File: src/rtl/dskc_pkg.sv
package dskc_pkg;
  localparam int CMD_W = 16;

  typedef enum logic [1:0] {
    OP_MODE = 2'd0,
    OP_CFG  = 2'd1,
    OP_LOCK = 2'd2,
    OP_NONE = 2'd3
  } cmd_op_e;

  // Gap2 format length from the global recording code.
  function automatic logic [5:0] gap2_fmt_len(input logic [1:0] code);
    return (code == 2'b11) ? 6'd41 : 6'd22;
  endfunction

  // Gap2 bytes written when the global code selects the mode.
  function automatic logic [5:0] gap2_by_code(input logic [1:0] code);
    case (code)
      2'b10:   return 6'd19;
      2'b11:   return 6'd38;
      default: return 6'd0;
    endcase
  endfunction

  // Gap2 bytes written for a mask-selected drive, from the data rate.
  function automatic logic [5:0] gap2_by_rate(input logic [1:0] rate);
    case (rate)
      2'b00:   return 6'd19;
      2'b11:   return 6'd38;
      default: return 6'd0;
    endcase
  endfunction
endpackage

File: src/rtl/dskc_mode_regs.sv
module dskc_mode_regs #(
  parameter int DRV_N = 4
) (
  input  logic             clk,
  input  logic             hw_rst,
  input  logic             sw_rst,
  input  logic             wr_en,
  input  logic             ow_en,
  input  logic [1:0]       code_in,
  input  logic [DRV_N-1:0] mask_in,
  output logic [1:0]       code_q,
  output logic [DRV_N-1:0] mask_q
);
  logic mask_load;
  assign mask_load = wr_en && ow_en;

  always_ff @(posedge clk) begin
    if (hw_rst) begin
      code_q <= 2'b00;
      mask_q <= '0;
    end else if (sw_rst) begin
      code_q <= 2'b00;
    end else if (wr_en) begin
      code_q <= code_in;
      if (mask_load) mask_q <= mask_in;
    end
  end

  assert_swrst_code_R6: assert property (@(posedge clk) disable iff (hw_rst)
    sw_rst |=> code_q == 2'b00);
  assert_swrst_mask_R6: assert property (@(posedge clk) disable iff (hw_rst)
    sw_rst |=> mask_q == $past(mask_q));
  assert_no_ow_mask_R4: assert property (@(posedge clk) disable iff (hw_rst)
    (wr_en && !ow_en) |=> mask_q == $past(mask_q));
  assert_hw_clear_R7: assert property (@(posedge clk)
    hw_rst |=> (code_q == 2'b00 && mask_q == '0));
endmodule

File: src/rtl/dskc_cfg_lock.sv
module dskc_cfg_lock #(
  parameter int LVL_W = 4,
  parameter int TRK_W = 8
) (
  input  logic             clk,
  input  logic             hw_rst,
  input  logic             sw_rst,
  input  logic             cfg_we,
  input  logic             lock_we,
  input  logic             lock_in,
  input  logic             off_in,
  input  logic [LVL_W-1:0] lvl_in,
  input  logic [TRK_W-1:0] trk_in,
  output logic             fifo_off,
  output logic [LVL_W-1:0] fifo_level,
  output logic [TRK_W-1:0] precomp_track,
  output logic             lock_q,
  output logic             stat_valid,
  output logic [7:0]       stat_byte
);
  localparam int STAT_LOCK_BIT = 4;

  logic restore_dflt;
  assign restore_dflt = hw_rst || (sw_rst && !lock_q);

  always_ff @(posedge clk) begin
    if (restore_dflt) begin
      fifo_off      <= 1'b1;
      fifo_level    <= '0;
      precomp_track <= '0;
    end else if (!sw_rst && cfg_we) begin
      fifo_off      <= off_in;
      fifo_level    <= lvl_in;
      precomp_track <= trk_in;
    end
  end

  always_ff @(posedge clk) begin
    if (hw_rst) begin
      lock_q     <= 1'b0;
      stat_valid <= 1'b0;
      stat_byte  <= 8'h00;
    end else begin
      stat_valid <= lock_we && !sw_rst;
      if (lock_we && !sw_rst) begin
        lock_q                   <= lock_in;
        stat_byte                <= 8'h00;
        stat_byte[STAT_LOCK_BIT] <= lock_in;
      end
    end
  end

  assert_locked_hold_R8: assert property (@(posedge clk) disable iff (hw_rst)
    (sw_rst && lock_q) |=> ({fifo_off, fifo_level, precomp_track} ==
                            $past({fifo_off, fifo_level, precomp_track})));
  assert_unlocked_dflt_R8: assert property (@(posedge clk) disable iff (hw_rst)
    (sw_rst && !lock_q) |=> (fifo_off && fifo_level == '0 && precomp_track == '0));
  assert_stat_follows_R10: assert property (@(posedge clk) disable iff (hw_rst)
    (lock_we && !sw_rst) |=> (stat_valid && stat_byte[STAT_LOCK_BIT] == $past(lock_in)
                              && lock_q == $past(lock_in)));
  assert_hw_unlock_R7: assert property (@(posedge clk)
    hw_rst |=> (!lock_q && fifo_off && !stat_valid));
endmodule

File: src/rtl/dskc_drive_resolve.sv
module dskc_drive_resolve
  import dskc_pkg::*;
#(
  parameter int DRV_N = 4,
  parameter int DRV_W = 2,
  parameter int PC_W  = 3
) (
  input  logic             clk,
  input  logic             hw_rst,
  input  logic [1:0]       code_q,
  input  logic [DRV_N-1:0] mask_q,
  input  logic [DRV_W-1:0] drv_sel,
  input  logic [1:0]       rate_sel,
  input  logic [PC_W-1:0]  precomp_prog,
  output logic             perp_mode,
  output logic [5:0]       gap2_wr,
  output logic [5:0]       gap2_len,
  output logic [PC_W-1:0]  precomp_out
);
  // Internal events named for the checks.
  logic global_perp;
  logic auto_perp;

  assign global_perp = code_q[1];
  assign auto_perp   = (code_q == 2'b00) && mask_q[drv_sel];

  always_comb begin
    perp_mode   = global_perp || auto_perp;
    gap2_len    = gap2_fmt_len(code_q);
    gap2_wr     = auto_perp ? gap2_by_rate(rate_sel) : gap2_by_code(code_q);
    precomp_out = perp_mode ? '0 : precomp_prog;
  end

  assert_conv_no_gap_R1: assert property (@(posedge clk) disable iff (hw_rst)
    !perp_mode |-> gap2_wr == 6'd0);
  assert_long_fmt_R2: assert property (@(posedge clk) disable iff (hw_rst)
    gap2_len == 6'd41 |-> (gap2_wr == 6'd38 && perp_mode));
  assert_mask_only_code0_R3: assert property (@(posedge clk) disable iff (hw_rst)
    (code_q != 2'b00) |-> perp_mode == code_q[1]);
  assert_perp_precomp_R5: assert property (@(posedge clk) disable iff (hw_rst)
    (perp_mode && precomp_prog != '0) |-> precomp_out != precomp_prog);
endmodule

File: src/rtl/dskc_modelock.sv
module dskc_modelock
  import dskc_pkg::*;
#(
  parameter int DRV_N = 4,
  parameter int PC_W  = 3,
  parameter int LVL_W = 4,
  parameter int TRK_W = 8
) (
  input  logic                     clk,
  input  logic                     hw_rst,
  input  logic                     sw_rst,
  input  logic                     cmd_valid,
  input  logic [1:0]               cmd_op,
  input  logic [CMD_W-1:0]         cmd_data,
  input  logic [$clog2(DRV_N)-1:0] drv_sel,
  input  logic [1:0]               rate_sel,
  input  logic [PC_W-1:0]          precomp_prog,
  output logic                     perp_mode,
  output logic [5:0]               gap2_wr,
  output logic [5:0]               gap2_len,
  output logic [PC_W-1:0]          precomp_out,
  output logic                     fifo_off,
  output logic [LVL_W-1:0]         fifo_level,
  output logic [TRK_W-1:0]         precomp_track,
  output logic                     lock_q,
  output logic                     stat_valid,
  output logic [7:0]               stat_byte
);
  localparam int DRV_W = $clog2(DRV_N);

  logic             mode_we, cfg_we, lock_we;
  logic [1:0]       code_q;
  logic [DRV_N-1:0] mask_q;

  assign mode_we = cmd_valid && (cmd_op == OP_MODE);
  assign cfg_we  = cmd_valid && (cmd_op == OP_CFG);
  assign lock_we = cmd_valid && (cmd_op == OP_LOCK);

  dskc_mode_regs #(.DRV_N(DRV_N)) u_mode (
    .clk     (clk),
    .hw_rst  (hw_rst),
    .sw_rst  (sw_rst),
    .wr_en   (mode_we),
    .ow_en   (cmd_data[7]),
    .code_in (cmd_data[5:4]),
    .mask_in (cmd_data[DRV_N-1:0]),
    .code_q  (code_q),
    .mask_q  (mask_q)
  );

  dskc_cfg_lock #(.LVL_W(LVL_W), .TRK_W(TRK_W)) u_cfg (
    .clk           (clk),
    .hw_rst        (hw_rst),
    .sw_rst        (sw_rst),
    .cfg_we        (cfg_we),
    .lock_we       (lock_we),
    .lock_in       (cmd_data[0]),
    .off_in        (cmd_data[6]),
    .lvl_in        (cmd_data[LVL_W-1:0]),
    .trk_in        (cmd_data[8 +: TRK_W]),
    .fifo_off      (fifo_off),
    .fifo_level    (fifo_level),
    .precomp_track (precomp_track),
    .lock_q        (lock_q),
    .stat_valid    (stat_valid),
    .stat_byte     (stat_byte)
  );

  dskc_drive_resolve #(.DRV_N(DRV_N), .DRV_W(DRV_W), .PC_W(PC_W)) u_res (
    .clk          (clk),
    .hw_rst       (hw_rst),
    .code_q       (code_q),
    .mask_q       (mask_q),
    .drv_sel      (drv_sel),
    .rate_sel     (rate_sel),
    .precomp_prog (precomp_prog),
    .perp_mode    (perp_mode),
    .gap2_wr      (gap2_wr),
    .gap2_len     (gap2_len),
    .precomp_out  (precomp_out)
  );

  assert_sw_drops_cmd_R11: assert property (@(posedge clk) disable iff (hw_rst)
    (sw_rst && cmd_valid) |=> (code_q == 2'b00 && !stat_valid));
endmodule

File: config.mk
export PLATFORM = sky130hd
export DESIGN_NAME = dskc_modelock
export DESIGN_NICKNAME = d
export VERILOG_FILES = /design/src/rtl/dskc_pkg.sv /design/src/rtl/dskc_mode_regs.sv /design/src/rtl/dskc_cfg_lock.sv /design/src/rtl/dskc_drive_resolve.sv /design/src/rtl/dskc_modelock.sv
export SDC_FILE = /design/constraint.sdc
export NUM_CORES = 1
export LEC_CHECK = 0
export BUFFER_PORTS_ARGS = -buffer_cell sky130_fd_sc_hd__buf_2
export CAP_MARGIN = 25
export CORE_MARGIN = 3
export CORE_UTILIZATION = 49
export CTS_CLUSTER_SIZE = 24
export DETAILED_ROUTE_END_ITERATION = 7
export PLACE_DENSITY_LB_ADDON = 0.15
export SLEW_MARGIN = 20
export SYNTH_ARGS = -nofsm -noshare
export SYNTH_HDL_FRONTEND = slang
export SYNTH_HIERARCHICAL = 1
export SYNTH_SLANG_ARGS = --single-unit
File: constraint.sdc
create_clock -name clk -period 4.1 [get_ports clk]
set_clock_uncertainty 0.05 [all_clocks]
set_input_delay 0.82 -clock clk [delete_from_list [all_inputs] [get_ports clk]]
set_output_delay 0.82 -clock clk [all_outputs]
set_load 0.01 [all_outputs]
==> qor.yml <==
outcome:
  status: "complete, no violations"
route:
  antenna_left: 0
  drc: 0
  avgRoutedWirePerCell_um: 13.1
  drt_iter0_markers: 35
  viasPerCell: 5.28
  routed_wirelength_um: 2830
  firstDrtPassIters: 4
  num_vias: 1141
grt:
  grt_pass1_wl_um: 4640
  grt_pass1_vias: 1068
  antenna_found_initial: 0
  grt_use_total: 0.170
  grt_max_degree: 27
  grt_overflow: 0
sta:
  worstMarginPinSlew_ps: 671
  fmax_mhz: 363
  hold_viol_final: 0
  setup_viol: 0
  post-route-period-util: 0.673
  slew_violations: 0
  timing.final.crit_period_ps: 2760
  slew_headroom: 0.552
  totalNegativeSetupSlack_ps: 0
  rsz0062_at_grt: "false"
layout:
  area_delta_synth_final_pct: 14.4
  nets: 218
  antennaDiodeCount: 0
  num-fill-cells: 227
  final_layout_size_suffix_gt1_frac: 0.441
  fin_cells: 216
critical_path:
  crit_required_ps: 3230
  path_cells: "buf_2 -> ha_1 -> or4b_1 -> o221ai_1 -> buf_2"
  ff2ff_path_depth: 3
  worst-path-buf-inv: 2
  startpoint: "rate_sel[0]"
  cp.depth: 5
  cpLargestDelayFamily: "simple AND/OR/NAND/NOR gates"
  slowest_stage: "or4b_1"
  slowest_delay_ps: 430
  crit_arrival_ps: 1890
  crit_type: "input port to output pin"
  endpoint_kind: "output pin"
  r2r_end: "u_cfg/precomp_track[4]$_SDFFE_PP0P_"
  endpoint: "gap2_wr[2]"
  r2r-start: "u_cfg/stat_byte[4]$_SDFFE_PP0P_"
  critPathMaxFanout: 2
  path_common_cell: "buf_2"
  cp-start-kind: "input port"
  worst-r2r-setup-slack_ps: 2730
floorplan:
  ios: 68
  dieArea_um2: 3420
  die_w_um: 58.5
  core_um2: 2540
  rows: 18
  initial_core_util: 0.530
  die_y_um: 58.5
power_and_ir_drop:
  peakVddDrop_uv: 267
  p_per_area_nw_per_um2: 241
  p_leak_nw: 0.691
placed_design:
  hpwl_um: 2140
  place_inst: 212
  io_buffer_count: 59
  routabilityCongestion: 0.651
synth:
  yosysSeqAreaShare: 0.312
  yosysUniqueCellTypes: 33
  synth_area_leaders: "dfxtp_1 (31%), buf_4 (8.9%), nand3b_1 (7.2%)"
  yosys.area.top_type_share: 0.312
  yosys-top-cells-count: "dfxtp_1 (21), buf_4 (16), nand2b_1 (13), nand3b_1 (13), mux2i_1 (9)"
  synth-edff-count: 0
  yosysTopAreaCell: "dfxtp_1"
  yosys_warnings: 6
  ys_async_sr_fraction: 0
  synth_seq_cells: 21
  syn_area_um2: 1350
  netlist_instances: 140
  synth.avg_cell_area_um2: 9.63
  synth.most_common_cell: "dfxtp_1"
  synthFlopType: "dfxtp_1"
clocking:
  cts_tree: "yes"
  cts_root_buffer: "clkbuf_4"
  path_clk_slew_ps: 110
  cts_buffers: 3
  cts.path.max_buffers: 2
  cts_setup_buffers: 0
  cts_hold_buf: 0
  cts_sinks: 21
  clock_latency_ps: 310
  ctsResizeCount: 0
  cts_max_level: 1
min_path:
  hold_class: "flip-flop to flip-flop"
flow_run:
  drv_cap: 0
[cell type report]
| cell class | instances | area (µm²) | share of cell area |
|---|---|---|---|
| Clock buffer | 4 | 26.3 | 0.0170 |
| Inverter | 3 | 11.3 | 0.00730 |
| Multi-Input combinational cell | 99 | 752 | 0.487 |
| Sequential cell | 21 | 420 | 0.273 |
| Tap cell | 30 | 37.5 | 0.0243 |
| Timing Repair Buffer | 59 | 295 | 0.191 |
[worst min path at each step]
stage	startpoint	to	slack (ps)	cells after the start
global route	u_cfg/precomp_track[3]$_SDFFE_PP0P_	u_cfg/precomp_track[3]$_SDFFE_PP0P_	440	2
finish	u_cfg/precomp_track[7]$_SDFFE_PP0P_	u_cfg/precomp_track[7]$_SDFFE_PP0P_	430	2
floorplan	u_mode/mask_q[2]$_SDFFE_PP0P_	u_mode/mask_q[2]$_SDFFE_PP0P_	410	2
CTS	u_cfg/precomp_track[5]$_SDFFE_PP0P_	u_cfg/precomp_track[5]$_SDFFE_PP0P_	430	2
global placement	u_cfg/precomp_track[2]$_SDFFE_PP0P_	u_cfg/precomp_track[2]$_SDFFE_PP0P_	400	2
detailed placement	u_cfg/precomp_track[3]$_SDFFE_PP0P_	u_cfg/precomp_track[3]$_SDFFE_PP0P_	410	2
[metal layers]
metal / vias to the layer above / wire, µm / track usage
li1: 569 / - / -
met1: 529 / 1200 / 0.206
met2: 43 / 1380 / 0.300
met3: 0 / 248 / 0.0570
met4: 0 / 0 / 0.0199
met5: - / 0 / 0
[worst min-delay path: cells and delay by family, from the launching register on]
family / cells / cell delay, ps
simple gates: 1 / 60
compound gates: 1 / 60
flops: 1 / 330
[per-stage QoR]
step / utilization / power, mW / setup WS, ps / instance area (µm²) / hold WS, ps
floorplan: - / 0.259 / 1370 / 1370 / 408
global placement: 0.596 / 0.274 / 1400 / 1520 / 401
detailed placement: 0.596 / 0.276 / 1340 / 1520 / 406
CTS: 0.606 / 0.377 / 1340 / 1540 / 426
global route: 0.606 / 0.394 / 1210 / 1540 / 444
finish: 0.606 / 0.372 / 1340 / 1540 / 426
[cells in the final DEF (no fill, tap or decap), types with 2 or more instances in the layout]
master     n
buf_2     59
nand3_2    8
nor2_1     3
a221o_1    2
ha_1       2
nand2b_1  13
a21oi_2    8
conb_1     8
nor2b_1    2
mux2_2     2
mux2i_1    9
nand3b_1  13
nand3_1    4
and3b_1    3
a21oi_1    4
a221oi_1   3
o221ai_1   2
nor3_1     4
dfxtp_1   21
inv_1      3
clkbuf_4   3
[sequential cells by signal (all words and copies together) (netlist names)]
name                 flops
u_cfg/fifo_level         4
u_cfg/fifo_off           1
u_cfg/precomp_track      8
u_cfg/stat_byte          1
u_cfg/stat_valid         1
u_mode/code_q            2
u_mode/mask_q            4
[power breakdown]
group	internal, mW	switching (mW)	total [mW]
registers	0.207	0.00224	0.209
logic	0.0274	0.0347	0.0621
clock network	0.0380	0.0623	0.100
total	0.272	0.0993	0.372
[cells by family after synthesis]
family	after synthesis	share of synthesized area
other	2	0.00557
multiplexers	11	0.0835
AO/OA/AOI/OAI	20	0.119
AND/OR/NAND/NOR	58	0.314
flip-flops	21	0.312
buffers and inverters	26	0.147
adder cells (fa/ha/maj)	2	0.0185
Note: power is estimated with default switching activity, not from simulation.
